--- src/rtl/dma_sched_pkg.sv ---
package dma_sched_pkg;
  typedef enum logic [1:0] {
    SLOT_IDLE  = 2'd0,
    SLOT_DEAD  = 2'd1,
    SLOT_FETCH = 2'd2,
    SLOT_EXEC  = 2'd3
  } slot_e;
endpackage

--- src/rtl/dma_sar_bank.sv ---
module dma_sar_bank #(
  parameter int NCH = 3,
  parameter int AW  = 16,
  parameter int IW  = 16,
  parameter int CW  = 2
) (
  input  logic                    clk,
  input  logic                    rst,
  input  logic                    wr_en,
  input  logic [CW-1:0]           wr_sel,
  input  logic [AW-1:0]           wr_data,
  input  logic                    fetch_done,
  input  logic [CW-1:0]           fetch_ch,
  input  logic [IW-1:0]           rdata,
  output logic [NCH-1:0][AW-1:0]  ptr,
  output logic [NCH-1:0][IW-1:0]  word
);
  localparam logic [AW-1:0] STEP = AW'(2);

  for (genvar g = 0; g < NCH; g++) begin : g_ch
    localparam logic [CW-1:0] MY_ID = CW'(g);

    always_ff @(posedge clk) begin
      if (rst) begin
        ptr[g] <= '0;
      end else if (wr_en && wr_sel == MY_ID) begin
        ptr[g] <= {wr_data[AW-1:1], 1'b0};
      end else if (fetch_done && fetch_ch == MY_ID) begin
        ptr[g] <= ptr[g] + STEP;
      end
    end

    always_ff @(posedge clk) begin
      if (rst) begin
        word[g] <= '0;
      end else if (fetch_done && fetch_ch == MY_ID) begin
        word[g] <= rdata;
      end
    end
  end
endmodule

--- src/rtl/dma_slot_seq.sv ---
module dma_slot_seq
  import dma_sched_pkg::*;
#(
  parameter int NCH        = 3,
  parameter int CW         = 2,
  parameter int LOAD_SLOTS = 8,
  parameter int REM_W      = 4
) (
  input  logic           clk,
  input  logic           rst,
  input  logic           hs_rise,
  input  logic           tick,
  input  logic [NCH-1:0] act_in,
  input  logic [NCH-1:0] load_vec,
  input  logic           rd_load,
  input  logic [1:0]     ext_amt,
  output slot_e          st,
  output logic [CW-1:0]  cur,
  output logic           fetch_done,
  output logic           exec_start,
  output logic           restore
);
  localparam logic [REM_W-1:0] LOAD_REM = REM_W'(LOAD_SLOTS - 1);

  logic [NCH-1:0]   mask;
  logic [REM_W-1:0] rem;
  logic             more;
  logic [CW-1:0]    nxt;
  logic [CW-1:0]    first;
  logic             slot_end;
  logic             first_is_load;

  function automatic logic [CW-1:0] lowest(input logic [NCH-1:0] m);
    logic [CW-1:0] r;
    r = '0;
    for (int i = NCH - 1; i >= 0; i--) begin
      if (m[i]) r = CW'(i);
    end
    return r;
  endfunction

  always_comb begin
    more = 1'b0;
    nxt  = cur;
    for (int i = NCH - 1; i >= 0; i--) begin
      if (mask[i] && (CW'(i) > cur)) begin
        more = 1'b1;
        nxt  = CW'(i);
      end
    end
  end

  assign first         = lowest(mask);
  assign first_is_load = (first == cur) ? rd_load : load_vec[first];
  assign slot_end      = tick && (rem == '0) && (ext_amt == 2'd0);
  assign fetch_done    = !hs_rise && (st == SLOT_FETCH) && tick;
  assign exec_start    = !hs_rise && tick &&
                         (((st == SLOT_FETCH) && !more) ||
                          ((st == SLOT_EXEC) && (rem == '0) && (ext_amt == 2'd0) && more));

  always_ff @(posedge clk) begin
    if (rst) begin
      st      <= SLOT_IDLE;
      cur     <= '0;
      mask    <= '0;
      rem     <= '0;
      restore <= 1'b0;
    end else begin
      restore <= 1'b0;
      if (hs_rise) begin
        st   <= SLOT_DEAD;
        mask <= act_in;
        rem  <= '0;
      end else begin
        unique case (st)
          SLOT_DEAD: begin
            if (tick) begin
              if (mask != '0) begin
                st  <= SLOT_FETCH;
                cur <= first;
              end else begin
                st <= SLOT_IDLE;
              end
            end
          end
          SLOT_FETCH: begin
            if (tick) begin
              if (more) begin
                cur <= nxt;
              end else begin
                st  <= SLOT_EXEC;
                cur <= first;
                rem <= first_is_load ? LOAD_REM : '0;
              end
            end
          end
          SLOT_EXEC: begin
            if (slot_end) begin
              restore <= load_vec[cur];
              if (more) begin
                cur <= nxt;
                rem <= load_vec[nxt] ? LOAD_REM : '0;
              end else begin
                st <= SLOT_IDLE;
              end
            end else begin
              rem <= rem + REM_W'(ext_amt) - REM_W'(tick);
            end
          end
          default: ;
        endcase
      end
    end
  end
endmodule

--- src/rtl/dma_ppi_arb.sv ---
module dma_ppi_arb (
  input  logic       clk,
  input  logic       rst,
  input  logic       load_busy,
  input  logic       exec_start,
  input  logic       cpu_req,
  input  logic       cpu_psg,
  output logic       cpu_wait,
  output logic       cpu_grant,
  output logic [1:0] ext_amt
);
  logic ext_done;

  assign cpu_wait  = cpu_req && load_busy;
  assign cpu_grant = cpu_req && !load_busy;
  assign ext_amt   = (cpu_wait && !ext_done) ? (cpu_psg ? 2'd2 : 2'd1) : 2'd0;

  always_ff @(posedge clk) begin
    if (rst) begin
      ext_done <= 1'b0;
    end else if (exec_start) begin
      ext_done <= 1'b0;
    end else if (ext_amt != 2'd0) begin
      ext_done <= 1'b1;
    end
  end
endmodule

--- src/rtl/dma_line_sched.sv ---
module dma_line_sched
  import dma_sched_pkg::*;
#(
  parameter int             NCH        = 3,
  parameter int             AW         = 16,
  parameter int             IW         = 16,
  parameter int             OP_W       = 3,
  parameter logic [OP_W-1:0] LOAD_OP   = 3'b001,
  parameter int             LOAD_SLOTS = 8
) (
  input  logic                     clk,
  input  logic                     rst,
  input  logic                     slot_tick,
  input  logic                     hsync,
  input  logic [NCH-1:0]           ch_en,
  input  logic [NCH-1:0]           ch_paused,
  input  logic                     sar_wr,
  input  logic [$clog2(NCH)-1:0]   sar_sel,
  input  logic [AW-1:0]            sar_wdata,
  input  logic [IW-1:0]            mem_rdata,
  output logic                     mem_req,
  output logic [AW-1:0]            mem_addr,
  output logic [1:0]               mem_page,
  output logic                     exec_valid,
  output logic [$clog2(NCH)-1:0]   exec_ch,
  output logic [IW-1:0]            exec_instr,
  output logic                     load_busy,
  output logic                     psg_restore,
  input  logic                     cpu_ppi_req,
  input  logic                     cpu_psg_wr,
  output logic                     cpu_wait,
  output logic                     cpu_grant
);
  localparam int CW    = $clog2(NCH);
  localparam int REM_W = $clog2(LOAD_SLOTS + 3);

  logic                   hs_q;
  logic                   hs_rise;
  slot_e                  st;
  logic [CW-1:0]          cur;
  logic                   fetch_done;
  logic                   exec_start;
  logic [1:0]             ext_amt;
  logic [NCH-1:0][AW-1:0] ptr;
  logic [NCH-1:0][IW-1:0] word;
  logic [NCH-1:0]         load_vec;
  logic                   rd_load;

  always_ff @(posedge clk) begin
    if (rst) hs_q <= 1'b0;
    else     hs_q <= hsync;
  end
  assign hs_rise = hsync && !hs_q;

  for (genvar g = 0; g < NCH; g++) begin : g_dec
    assign load_vec[g] = (word[g][IW-1 -: OP_W] == LOAD_OP);
  end
  assign rd_load = (mem_rdata[IW-1 -: OP_W] == LOAD_OP);

  dma_sar_bank #(.NCH(NCH), .AW(AW), .IW(IW), .CW(CW)) u_bank (
    .clk        (clk),
    .rst        (rst),
    .wr_en      (sar_wr),
    .wr_sel     (sar_sel),
    .wr_data    (sar_wdata),
    .fetch_done (fetch_done),
    .fetch_ch   (cur),
    .rdata      (mem_rdata),
    .ptr        (ptr),
    .word       (word)
  );

  dma_slot_seq #(.NCH(NCH), .CW(CW), .LOAD_SLOTS(LOAD_SLOTS), .REM_W(REM_W)) u_seq (
    .clk        (clk),
    .rst        (rst),
    .hs_rise    (hs_rise),
    .tick       (slot_tick),
    .act_in     (ch_en & ~ch_paused),
    .load_vec   (load_vec),
    .rd_load    (rd_load),
    .ext_amt    (ext_amt),
    .st         (st),
    .cur        (cur),
    .fetch_done (fetch_done),
    .exec_start (exec_start),
    .restore    (psg_restore)
  );

  dma_ppi_arb u_arb (
    .clk        (clk),
    .rst        (rst),
    .load_busy  (load_busy),
    .exec_start (exec_start),
    .cpu_req    (cpu_ppi_req),
    .cpu_psg    (cpu_psg_wr),
    .cpu_wait   (cpu_wait),
    .cpu_grant  (cpu_grant),
    .ext_amt    (ext_amt)
  );

  assign mem_req    = (st == SLOT_FETCH);
  assign mem_addr   = ptr[cur];
  assign mem_page   = mem_addr[AW-1 -: 2];
  assign exec_valid = (st == SLOT_EXEC);
  assign exec_ch    = cur;
  assign exec_instr = word[cur];
  assign load_busy  = exec_valid && load_vec[cur];
endmodule

--- config.mk ---
export PLATFORM = sky130hd
export DESIGN_NAME = dma_line_sched
export DESIGN_NICKNAME = d
export VERILOG_FILES = /design/src/rtl/dma_sched_pkg.sv /design/src/rtl/dma_sar_bank.sv /design/src/rtl/dma_slot_seq.sv /design/src/rtl/dma_ppi_arb.sv /design/src/rtl/dma_line_sched.sv
export SDC_FILE = /design/constraint.sdc
export NUM_CORES = 1
export LEC_CHECK = 0
export ABC_AREA = 1
export BUFFER_PORTS_ARGS = -buffer_cell sky130_fd_sc_hd__buf_2
export CAP_MARGIN = 20
export CORE_ASPECT_RATIO = 0.5
export CORE_MARGIN = 2
export CORE_UTILIZATION = 62
export CTS_CLUSTER_SIZE = 40
export DETAILED_ROUTE_END_ITERATION = 7
export GPL_ROUTABILITY_DRIVEN = 1
export PLACE_DENSITY = 0.82
export REMOVE_ABC_BUFFERS = 1
export SLEW_MARGIN = 20
export SYNTH_ARGS = -nofsm -noshare
export SYNTH_HDL_FRONTEND = slang
export SYNTH_SLANG_ARGS = --single-unit
--- constraint.sdc ---
create_clock -name clk -period 7.5 [get_ports clk]
set_clock_uncertainty 0.1 [all_clocks]
set_input_delay 0.75 -clock clk [delete_from_list [all_inputs] [get_ports clk]]
set_output_delay 0.75 -clock clk [all_outputs]
set_load 0.05 [all_outputs]
==> Flow_metrics.wiki, run 1 <==
{| class="wikitable"
! Metric !! Value
|-
| Share of total power in sequential cells || 0.485
|-
| Initial standard-cell utilization of the core || 0.630
|-
| CTS HTree Levels || 3
|-
| Overall global routing resource usage || 0.311
|-
| Utilization after layout || 0.711
|-
| Violation count after the first detailed-route iteration || around 550
|-
| Num Clock Sinks || roughly 110
|-
| Slew at the pin closest to its max-slew limit || 892 ps
|-
| Final sum of negative setup slack || 0 ps
|-
| Die ar. || 10300 sq um
|-
| Worst Hold Endpoint || u_seq.rem[3]
|-
| Period Utilization, post-route || 0.434
|-
| Switching component of the power || just under 0.3 mW
|-
| RSZ-0062 raised after global routing || no
|-
| Vias || around 6000
|-
| Number of antenna repair diodes || 0
|-
| Number of fill cells || 810
|-
| Layout cell share with drive strength beyond 1 || 0.143
|-
| Filler-free cell count of the finished design || between 1000 and 1500
|-
| Detailed Place HPWL || ~11000 um
|-
| Yosys top cell area share || 0.363
|-
| Syn Inst Count || between 800 and 900
|-
| Internal || just over 0.9 mW
|-
| Post-cts gate resize count || 0
|-
| Result of the run || complete, no violations
|-
| Worst-path cell with the longest stage delay || dfxtp_1
|-
| Summed instance area of the synthesized netlist || 5890 sq um
|-
| Worst-path maximum fanout || 33
|-
| Core Box Area || between 9000 and 10000 sq um
|-
| Cell row count || 25
|-
| Beginning of the worst hold path || u_seq.rem[3]
|-
| Max Clock Freq || between 300 and 400 MHz
|-
| Leakage power summed over all cells || 2.85 nW
|-
| Per-instance average area after synthesis || 6.79 sq um
|-
| Clock period minus final worst setup slack || ~3300 ps
|-
| Number of synthesized flops with an enable pin || 0
|-
| Detailed Route WL || 15800 um
|-
| Crit start category || register
|-
| Multi-input gate area || 3240 sq um
|-
| Async set or reset register ratio after synthesis || 0
|-
| Required arrival time at the worst endpoint || 7680 ps
|-
| Final setup margin || roughly 4200 ps
|-
| Vias/cell || 5.71
|-
| Placed Instance Area || between 6000 and 7000 sq um
|-
| Routed length per instance || 15.0 um
|-
| Leading cell types by total area after synthesis || dfxtp_1 36%, nand2_1 12%, nor2_1 8.7%
|-
| Clock input transition at the sequential cells of the worst setup and hold paths || ~70 ps
|-
| Number of violations of the max-capacitance limit || 0
|-
| Total CTS buffers || 9
|-
| Number of top-level design ports || between 80 and 90
|-
| Register cell area after layout || ~2100 sq um
|-
| Element type at the critical path end || register
|-
| Nets || ~990
|-
| DP Cell Count || about 1000
|-
| Synthesis-to-finish area growth || 12.8%
|-
| Worst Reg2Reg Path Length in Cells || 17
|-
| Total chip power || ~1.2 mW
|-
| CP Class || register to register
|-
| Port Buffer Count || between 80 and 90
|-
| Number of antenna violations at the first check in global routing || 0
|-
| Worst supply voltage drop on vdd || 0.000112 V
|-
| Die W || roughly 140 um
|-
| Slew margin rel. || 0.404
|-
| FF-to-FF Start || u_seq.cur[1]
|-
| Capture instance of the worst register-to-register path || u_seq.rem[2]
|-
| Sw frac || 0.244
|-
| Root Driver || clkbuf_16
|-
| Max incr delay on CP || approximately 580 ps
|-
| Antenna violation net count after detailed routing || 0
|-
| RD Place Congestion || 0.936
|-
| Number of different library cells in the post-synthesis netlist || 40
|-
| Synth Register Bits || between 100 and 150
|-
| Buffers from clock root to sink, at most || 2
|-
| Vertical die dimension || roughly 73 um
|-
| DRC viols || 0
|-
| Cell area after layout || between 6000 and 7000 sq um
|-
| Overflow after GRT || 0
|-
| Worst hold margin || roughly 370 ps
|-
| Hold depth || 2
|-
| Final count of pins violating max slew || 0
|-
| Worst hold-check path type || register to register
|-
| Largest net degree at the start of global routing || 43
|-
| Largest area contributor in the synthesized netlist || dfxtp_1
|-
| Number of iterations in the first detailed-routing pass || 5
|-
| Worst skew pair latency || between 300 and 400 ps
|-
| Pwr dens || 184 nW/um^2
|-
| Cells along the critical path || nor2_2 > buf_4 > nand2_1 > inv_2 > nor2_4 > nand4_2 > or2_2 > ha_1 > inv_1 > ha_1 > inv_1 > fa_1 > xnor2_1 > nand3_1 > nand2_1 > nor2_1 > nor2_1
|-
| TritonCTS clock tree || built
|-
| Seq/Total Area, Yosys || 0.363
|-
| Reg-to-reg setup timing slack || around 4200 ps
|-
| Count of warnings emitted by yosys || 0
|-
| Setup Slack @ Placement || 4290 ps
|-
| Post-CTS Setup Bufs || 0
|-
| Fin. Hold Viols || 0
|-
| Dominant synthesized flop cell || dfxtp_1
|-
| Hold-fix buffer count after cts || 0
|-
| Crit path arrival time || around 3400 ps
|-
| Share of power burned in combinational logic || 0.097
|-
| Clk pwr share || 0.418
|-
| First-pass GRT wire length || 25600 um
|-
| Total setup violations reported at the end of the flow || 0
|-
| Number of global-route vias before repair || ~5400
|}
==> power by group through the flow <==
stage               Clock (mW)  Sequential, mW  Combinational, mW
finish                   0.511           0.594              0.119
global route             0.538           0.595              0.131
CTS                      0.515           0.593              0.118
detailed placement           0           0.606              0.117
global placement             0           0.605              0.115
floorplan                    0           0.603             0.0758
==> layer usage <==
layer	global-route usage	up-vias	routed length, um
met1	0.414	2742	6930
met2	0.519	271	7240
met5	0	-	0
met3	0.0623	26	1380
li1	-	2976	-
met4	0.0956	0	240
==> final cells by class <==
cell class | count | share of cell area
Multi-Input combinational cell | 635 | 0.487
Sequential cell | 107 | 0.322
Timing Repair Buffer | 92 | 0.0715
Inverter | 85 | 0.0487
Clock buffer | 12 | 0.0386
Tap cell | 121 | 0.0228
Clock inverter | 2 | 0.00903
==> worst max-delay path by stage <==
| stage | start | end | slack, ps | depth (start not counted) |
|---|---|---|---|---|
| finish | u_seq.cur[1] | u_seq.rem[2] | 4240 | 17 |
| global route | u_seq.cur[1] | u_seq.rem[2] | 4010 | 16 |
| CTS | u_seq.cur[1] | u_seq.rem[2] | 4260 | 17 |
| detailed placement | u_seq.cur[1] | u_seq.rem[2] | 4290 | 17 |
| global placement | u_seq.cur[1] | u_seq.rem[2] | 4410 | 17 |
| floorplan | u_seq.cur[1] | mem_addr[14] | 2660 | 4 |
==> state kept, by name, indices dropped and copies added (netlist names) <==
signal          flops
hs_q                1
u_arb.ext_done      1
u_bank.ptr         45
u_bank.word        48
u_seq.cur           2
u_seq.mask          3
u_seq.rem           4
u_seq.restore       1
u_seq.st            2
==> kinds of logic after synthesis <==
family,share of synthesized area
xor+xnor,0.0505
compound gates,0.189
buf+inv,0.0866
flops,0.363
fa+ha+maj,0.0225
other cells,0.000636
simple gates,0.287
==> synth_stat cells (4+ instances only) <==
cell type,n
a21oi_1,35
a22oi_1,30
a31oi_1,21
buf_2,5
buf_4,7
clkbuf_1,29
dfxtp_1,107
ha_1,9
inv_1,76
inv_2,6
nand2_1,183
nand2_2,8
nand3_1,34
nand3b_1,4
nand4_1,10
nor2_1,136
nor2_4,4
nor3_1,12
o211ai_1,7
o21ai_0,80
o22ai_1,7
xnor2_1,6
xor2_1,28
==> placed cells by master, fill, tap and decap left out, drive strengths merged <==
| cell | netlist | layout |
|---|---|---|
| a211oi | 1 | 1 |
| a21oi | 36 | 36 |
| a221oi | 3 | 3 |
| a22oi | 30 | 30 |
| a31oi | 21 | 21 |
| buf | 12 | 92 |
| bufinv | 0 | 2 |
| clkbuf | 29 | 12 |
| clkinv | 3 | 3 |
| conb | 1 | 1 |
| dfxtp | 107 | 107 |
| fa | 1 | 1 |
| ha | 9 | 9 |
| inv | 82 | 82 |
| nand2 | 192 | 192 |
| nand3 | 36 | 36 |
| nand3b | 4 | 4 |
| nand4 | 11 | 11 |
| nor2 | 143 | 143 |
| nor3 | 12 | 12 |
| o2111ai | 1 | 1 |
| o211ai | 7 | 7 |
| o21ai | 82 | 82 |
| o221ai | 2 | 2 |
| o22ai | 7 | 7 |
| o31ai | 1 | 1 |
| or2 | 1 | 1 |
| xnor2 | 6 | 6 |
| xor2 | 28 | 28 |
==> critical path, delay by kind of cell (launching register included) <==
kind / cells / cell delay, ps
AND/OR/NAND/NOR: 9 / 1060
adder cells (fa/ha/maj): 3 / 820
buffers and inverters: 4 / 420
flip-flops: 1 / 580
XOR/XNOR: 1 / 190
No activity file was read; power rests on OpenSTA's default activity.
==> run 2, diff against run 1 <==
Settings changed: ABC_AREA 1 to 0, CORE_UTILIZATION 62 to 57, PLACE_DENSITY 0.82 to 0.76.
Clock period 7.5 ns to 3.3 ns, I/O delays scaled along.
==> run 2 against run 1 <==
Against the previous run: routed wire length shrank 4.4%; non-clock buffer count grew 14; clock power grew to 2.5 times the previous value; setup slack lost 4000 ps; register-to-register slack lost 4000 ps; via count shrank 7.2%; final cell count shrank 8.3%; worst hold slack lost 240 ps; utilization shrank 4.1 points; critical path depth shrank 6; synthesized cell count shrank 13%; first-iteration DRC count shrank 34%; largest cell class unchanged.
==> Flow_metrics.wiki, run 2 <==
{| class="wikitable"
! Metric !! Value
|-
| Worst skew pair latency || between 300 and 400 ps
|-
| Total CTS buffers || 9
|-
| Antenna violation net count after detailed routing || 0
|-
| Number of global-route vias before repair || approximately 5000
|-
| Largest area contributor in the synthesized netlist || dfxtp_1
|-
| Count of warnings emitted by yosys || 0
|-
| Largest net degree at the start of global routing || 85
|-
| Max FFs per register || 48
|-
| Violation count after the first detailed-route iteration || ~360
|-
| Number of violations of the max-capacitance limit || 0
|-
| Number of different library cells in the post-synthesis netlist || slightly below 60
|-
| Result of the run || complete, no violations
|-
| Synthesis-to-finish area growth || 15.6%
|-
| Cell area after layout || 6750 sq um
|-
| Commonest non-fill, non-tap cells in the layout || 165 x nand2_1, 106 x dfxtp_1, 86 x buf_2
|-
| Leading cell types by total area after synthesis || dfxtp_1 37%, nand2_1 11%, mux2i_1 5.7%
|-
| Registers with the most flip-flops || u_bank.word x48, u_bank.ptr x45, u_seq.rem x4
|-
| DP Cell Count || roughly 950
|-
| Clock period minus final worst setup slack || around 3100 ps
|-
| Post-CTS Setup Bufs || 0
|-
| Root Driver || clkbuf_16
|-
| Internal || between 2 and 2.5 mW
|-
| Vertical die dimension || about 76 um
|-
| Vias/cell || around 5.8
|-
| Dominant synthesized flop cell || dfxtp_1
|-
| Final sum of negative setup slack || 0 ps
|-
| Hold-fix buffer count after cts || 0
|-
| Leakage power summed over all cells || about 2.4 nW
|-
| Worst Reg2Reg Path Length in Cells || 11
|-
| Max Clock Freq || ~330 MHz
|-
| Period Utilization, post-route || 0.932
|-
| CTS HTree Levels || 3
|-
| Per-instance average area after synthesis || slightly below 8 sq um
|-
| Worst supply voltage drop on vdd || 0.000257 V
|-
| Required arrival time at the worst endpoint || about 3400 ps
|-
| Filler-free cell count of the finished design || around 970
|-
| Final count of pins violating max slew || 0
|-
| Most instantiated cells after synthesis || 165 x nand2_1, 107 x dfxtp_1, 68 x nor2_1
|-
| Number of antenna violations at the first check in global routing || 0
|-
| Overall global routing resource usage || 0.272
|-
| Share of total power in sequential cells || 0.453
|-
| Initial standard-cell utilization of the core || 0.579
|-
| Crit start category || register
|-
| Overflow after GRT || 0
|-
| Die ar. || approximately 11000 sq um
|-
| Port Buffer Count || 86
|-
| Critical path capture point || u_seq.rem[2]
|-
| Wire length on met2 || 7110 um
|-
| Die W || 147 um
|-
| Switching component of the power || between 0.7 and 0.8 mW
|-
| DRC viols || 0
|-
| RD Place Congestion || around 0.9
|-
| Utilization after layout || 0.670
|-
| Element type at the critical path end || register
|-
| Routed length per instance || roughly 16 um
|-
| Pwr dens || ~450 nW/um^2
|-
| Sw frac || 0.258
|-
| Cell row count || 26
|-
| Syn Inst Count || approximately 760
|-
| Buffers from clock root to sink, at most || 2
|-
| Most common cell after layout, fill and taps aside || nand2_1
|-
| Summed instance area of the synthesized netlist || between 5000 and 6000 sq um
|-
| Share of power burned in combinational logic || 0.122
|-
| Post-cts gate resize count || 0
|-
| Slew at the pin closest to its max-slew limit || between 700 and 800 ps
|-
| Seq/Total Area, Yosys || 0.367
|-
| Launch point of the worst path || u_bank.word[13]
|-
| Total setup violations reported at the end of the flow || 0
|-
| RSZ-0062 raised after global routing || no
|-
| Number of antenna repair diodes || 0
|-
| Vias || approximately 5600
|-
| Highest metal layer with signal wires || met4
|-
| Metal3 WL || roughly 810 um
|-
| Nets || 878
|-
| Number of top-level design ports || 89
|-
| Num Clock Sinks || about 110
|-
| Clk pwr share || 0.425
|-
| First-pass GRT wire length || about 24000 um
|-
| Number of synthesized flops with an enable pin || 0
|-
| Largest reg by FF count || u_bank.word
|-
| Number of iterations in the first detailed-routing pass || 5
|-
| Clock input transition at the sequential cells of the worst setup and hold paths || 70 ps
|-
| Core Box Area || slightly above 10000 sq um
|-
| TritonCTS clock tree || built
|-
| Slew margin rel. || 0.485
|-
| FF-to-FF Start || u_bank.word[13]
|-
| Fin. Hold Viols || 0
|-
| Yosys top cell area share || 0.367
|-
| Capture instance of the worst register-to-register path || u_seq.rem[2]
|-
| Detailed Route WL || ~15000 um
|-
| Detailed-routing wirelength on met1 || between 7000 and 8000 um
|-
| Crit path arrival time || around 3200 ps
|-
| Synth Register Bits || between 100 and 150
|-
| Worst hold-check path type || input port to register
|-
| Worst-path maximum fanout || 4
|-
| Async set or reset register ratio after synthesis || 0
|-
| Detailed Place HPWL || between 10000 and 15000 um
|-
| CP Class || register to register
|-
| Most numerous cell in the Yosys netlist || nand2_1
|-
| Placed Instance Area || 6380 sq um
|-
| Reg-to-reg setup timing slack || 220 ps
|-
| Layout cell share with drive strength beyond 1 || 0.168
|-
| Number of fill cells || around 880
|}
==> run 2: cell type report <==
class,count,area (sq um),share of cell area
Inverter,18,67.6,0.0100
Tap cell,140,175,0.0259
Clock inverter,5,108,0.0159
Timing Repair Buffer,106,601,0.0889
Multi-Input combinational cell,579,3410,0.504
Sequential cell,107,2140,0.317
Clock buffer,11,253,0.0374
==> run 2: metal layers <==
layer,up-vias,global-route usage
met4,0,0.0609
met1,2619,0.367
met2,175,0.471
met3,13,0.0461
met5,-,0
li1,2773,-
==> run 2: kinds of logic after synthesis <==
logic type / Yosys count / synth area share
and+or+nand+nor: 319 / 0.252
muxes: 33 / 0.0565
buffers and inverters: 73 / 0.0508
xor gates and xnor gates: 33 / 0.0495
DFF: 107 / 0.367
adders and majority gates: 10 / 0.0227
other: 1 / 0.000642
AOI/OAI and AO/OA: 183 / 0.201
==> run 2: per-stage QoR <==
| stage | power, mW | hold WS [ps] | setup WS (ps) |
|---|---|---|---|
| 6_report | 3.01 | 131 | 224 |
| 2_1_floorplan | 1.61 | 299 | -1800 |
| 4_1_cts | 3.02 | 125 | 202 |
| 3_3_place_gp | 1.75 | 339 | 234 |
| 5_1_grt | 3.11 | 131 | 61.8 |
| 3_5_place_dp | 1.75 | 347 | 214 |
==> run 2: how the worst min path moves through the flow <==
stage / startpoint / endpoint / slack, ps / depth (start not counted)
6_report: hsync / hs_q / 130 / 2
5_1_grt: mem_rdata[11] / u_bank.word[27] / 130 / 3
4_1_cts: hsync / hs_q / 120 / 2
3_5_place_dp: u_bank.word[39] / u_bank.word[39] / 350 / 2
3_3_place_gp: u_seq.rem[3] / u_seq.rem[3] / 340 / 2
2_1_floorplan: rst / u_bank.word[0] / 300 / 1
==> run 2: power by group through the flow <==
| stage | Combinational [mW] | Clock [mW] | Sequential, mW |
|---|---|---|---|
| global placement | 0.357 | 0 | 1.39 |
| floorplan | 0.205 | 0 | 1.41 |
| global route | 0.397 | 1.35 | 1.37 |
| CTS | 0.363 | 1.29 | 1.36 |
| detailed placement | 0.360 | 0 | 1.39 |
| finish | 0.366 | 1.28 | 1.36 |
==> run 2: critical path, cell delays in order, from the launching register on <==
cell and delay [ps]:
dfxtp_1 350, or3b_4 430, a2111o_1 390, or3_1 320, ha_1 270, inv_1 50, ha_1 140, inv_1 50
fa_1 370, xnor2_1 140, a211oi_1 250, a21oi_2 90
==> run 3, diff against run 2 <==
Settings changed: CORE_UTILIZATION 57 to 52, PLACE_DENSITY 0.76 to 0.73, RECOVER_POWER set to 100.
Clock period 3.3 ns to 2.7 ns, I/O delays scaled along.
==> run 3 against run 2 <==
Against the previous run: the run now ends with setup timing left; setup slack lost 460 ps; maximum frequency rose by 4.8%; routed wire length rose by 3.9%; critical path depth stayed put; sequential share of layout area down 0.44 points; die area increased by 9.2%; largest power group unchanged.
==> Flow_metrics.wiki, run 3 (synthesized netlist as in run 2, its figures left out) <==
{| class="wikitable"
! Metric !! Value
|-
| Switching component of the power || between 0.9 and 1 mW
|-
| Period Utilization, post-route || 1.09
|-
| First-pass GRT wire length || about 26000 um
|-
| Nets || between 800 and 900
|-
| Final setup margin || -235 ps
|-
| Max incr delay on CP || about 520 ps
|-
| Registers with the most flip-flops || u_bank.word x48, u_bank.ptr x45, u_seq.rem x4
|-
| Clock input transition at the sequential cells of the worst setup and hold paths || 70 ps
|-
| Overflow after GRT || 0
|-
| Max FFs per register || 48
|-
| DRC viols || 0
|-
| Worst-path cell with the longest stage delay || fa_2
|-
| Commonest non-fill, non-tap cells in the layout || 164 x nand2_1, 104 x dfxtp_1, 67 x nor2_1
|-
| Largest reg by FF count || u_bank.word
|-
| Sw frac || 0.277
|-
| Routed length per instance || between 15 and 20 um
|-
| Number of top-level design ports || 89
|-
| Leakage power summed over all cells || roughly 2.4 nW
|-
| FF-to-FF Start || u_bank.word[15]
|-
| Number of fill cells || roughly 960
|-
| Beginning of the worst hold path || hsync
|-
| Element type at the critical path end || register
|-
| DP Cell Count || 972
|-
| Launch point of the worst path || u_bank.word[15]
|-
| Die W || between 150 and 200 um
|-
| Failing checks || setup timing
|-
| Number of antenna repair diodes || 0
|-
| Violation count after the first detailed-route iteration || a little under 400
|-
| Vias || 5637
|-
| Number of iterations in the first detailed-routing pass || 4
|-
| Root Driver || clkbuf_16
|-
| Final sum of negative setup slack || -3210 ps
|-
| Filler-free cell count of the finished design || a little under 1000
|-
| Vias/cell || between 5 and 6
|-
| Max Clock Freq || 341 MHz
|-
| Largest net degree at the start of global routing || 66
|-
| Layout cell share with drive strength beyond 1 || 0.188
|-
| Num Clock Sinks || about 110
|-
| Slew margin rel. || 0.323
|-
| Internal || around 2.4 mW
|-
| Core Box Area || roughly 11000 sq um
|-
| Total CTS buffers || 9
|-
| Utilization after layout || 0.624
|-
| Clk pwr share || 0.370
|-
| Share of total power in sequential cells || 0.493
|-
| Required arrival time at the worst endpoint || between 2000 and 3000 ps
|-
| CP Class || register to register
|-
| Number of violations of the max-capacitance limit || 0
|-
| Number of antenna violations at the first check in global routing || 0
|-
| RSZ-0062 raised after global routing || yes
|-
| Worst hold margin || 68.7 ps
|-
| Result of the run || finished, violations left
|-
| Overall global routing resource usage || 0.263
|-
| Number of global-route vias before repair || 5291
|-
| Total setup violations reported at the end of the flow || 28
|-
| Buffers from clock root to sink, at most || 2
|-
| Detailed Route WL || around 16000 um
|-
| Clock period minus final worst setup slack || approximately 2900 ps
|-
| Worst supply voltage drop on vdd || 0.000282 V
|-
| Fin. Hold Viols || 0
|-
| CTS HTree Levels || 3
|-
| Worst skew pair latency || 340 ps
|-
| Port Buffer Count || 86
|-
| Crit start category || register
|-
| Share of power burned in combinational logic || 0.136
|-
| Final count of pins violating max slew || 0
|-
| Synthesis-to-finish area growth || 17.3%
|-
| Setup Slack @ Placement || -306 ps
|-
| Worst-path maximum fanout || 2
|-
| Most common cell after layout, fill and taps aside || nand2_1
|-
| Worst hold-check path type || input port to register
|-
| Detailed Place HPWL || roughly 11000 um
|-
| Initial standard-cell utilization of the core || 0.532
|-
| RD Place Congestion || ~0.91
|-
| Slew at the pin closest to its max-slew limit || 1020 ps
|-
| Cell row count || 27
|-
| Antenna violation net count after detailed routing || 0
|-
| TritonCTS clock tree || built
|-
| Crit path arrival time || 3060 ps
|-
| Vertical die dimension || 79.0 um
|-
| Cells along the critical path || or3b_4 > a2111o_1 > or3_1 > ha_1 > inv_1 > ha_2 > inv_2 > fa_2 > nor2b_2 > nor3_2 > a21oi_2
|-
| Die ar. || approximately 12000 sq um
|-
| Pwr dens || 493 nW/um^2
|}
-- run 3: changes by cell type in the layout (fill, tap and decap cells not counted), sizes merged --
cell | before | now
bufinv | 3 | 0
inv | 19 | 18
buf | 106 | 97
clkinvlp | 0 | 1
clkbuf | 11 | 39
clkinv | 1 | 3
-- run 3: through the flow --
stage | power, mW | area [sq um]
after floorplan | 1.97 | 5610
after global placement | 2.15 | 6520
after detailed placement | 2.15 | 6520
after CTS | 3.39 | 6860
after global routing | 3.50 | 6860
final | 3.38 | 6860
-- run 3: final timing paths --
| path | end | slack (ps) | cells after the start |
|---|---|---|---|
| worst max-delay path | u_seq.rem[1] | -230 | 11 |
| worst min-delay path | hs_q | 70 | 2 |
| worst max register to register | u_seq.rem[1] | -230 | 11 |
| worst min register to register | u_seq.rem[3] | 350 | 2 |
-- run 3: per-layer routing --
layer / up-vias / share of wire / global-route usage
li1: 2802 / - / -
met1: 2678 / 0.47 / 0.356
met2: 147 / 0.47 / 0.450
met3: 10 / 0.053 / 0.0448
met4: 0 / 0.0057 / 0.0477
met5: - / 0 / 0
-- run 3: layout make-up --
cell class                 count  area, sq um  area share
multi-input combinational    579         3460       0.505
sequential                   107         2150       0.313
timing repair buffer         125          722       0.105
clock buffer                  11          253      0.0369
tap                          145          181      0.0265
inverter                      18         67.6     0.00986
clock inverter                 4         26.3     0.00383
-- run 3: power groups by stage --
stage | sequential [mW] | clock (mW) | combinational (mW)
after floorplan | 1.72 | 0 | 0.250
after global placement | 1.70 | 0 | 0.446
after detailed placement | 1.70 | 0 | 0.451
after CTS | 1.67 | 1.27 | 0.456
after global routing | 1.67 | 1.33 | 0.498
final | 1.67 | 1.25 | 0.460
-- run 3: critical path: cells and delay by family (launching register included) --
| kind | cells | cell delay (ps) |
|---|---|---|
| fa+ha+maj | 3 | 960 |
| simple gates | 4 | 880 |
| buf+inv | 2 | 100 |
| flops | 1 | 320 |
| compound gates | 2 | 450 |
-- run 3: what timing repair did --
item / 4_1_cts / 5_1_grt
resized for setup: 11 / 8
pin swaps: 6 / 9
endpoints found under the setup margin: 7 / 11
hold buffers: 0 / 0
cloned: 0 / 0
hold endpoints to repair: 0 / 0
setup buffers: 2 / 1
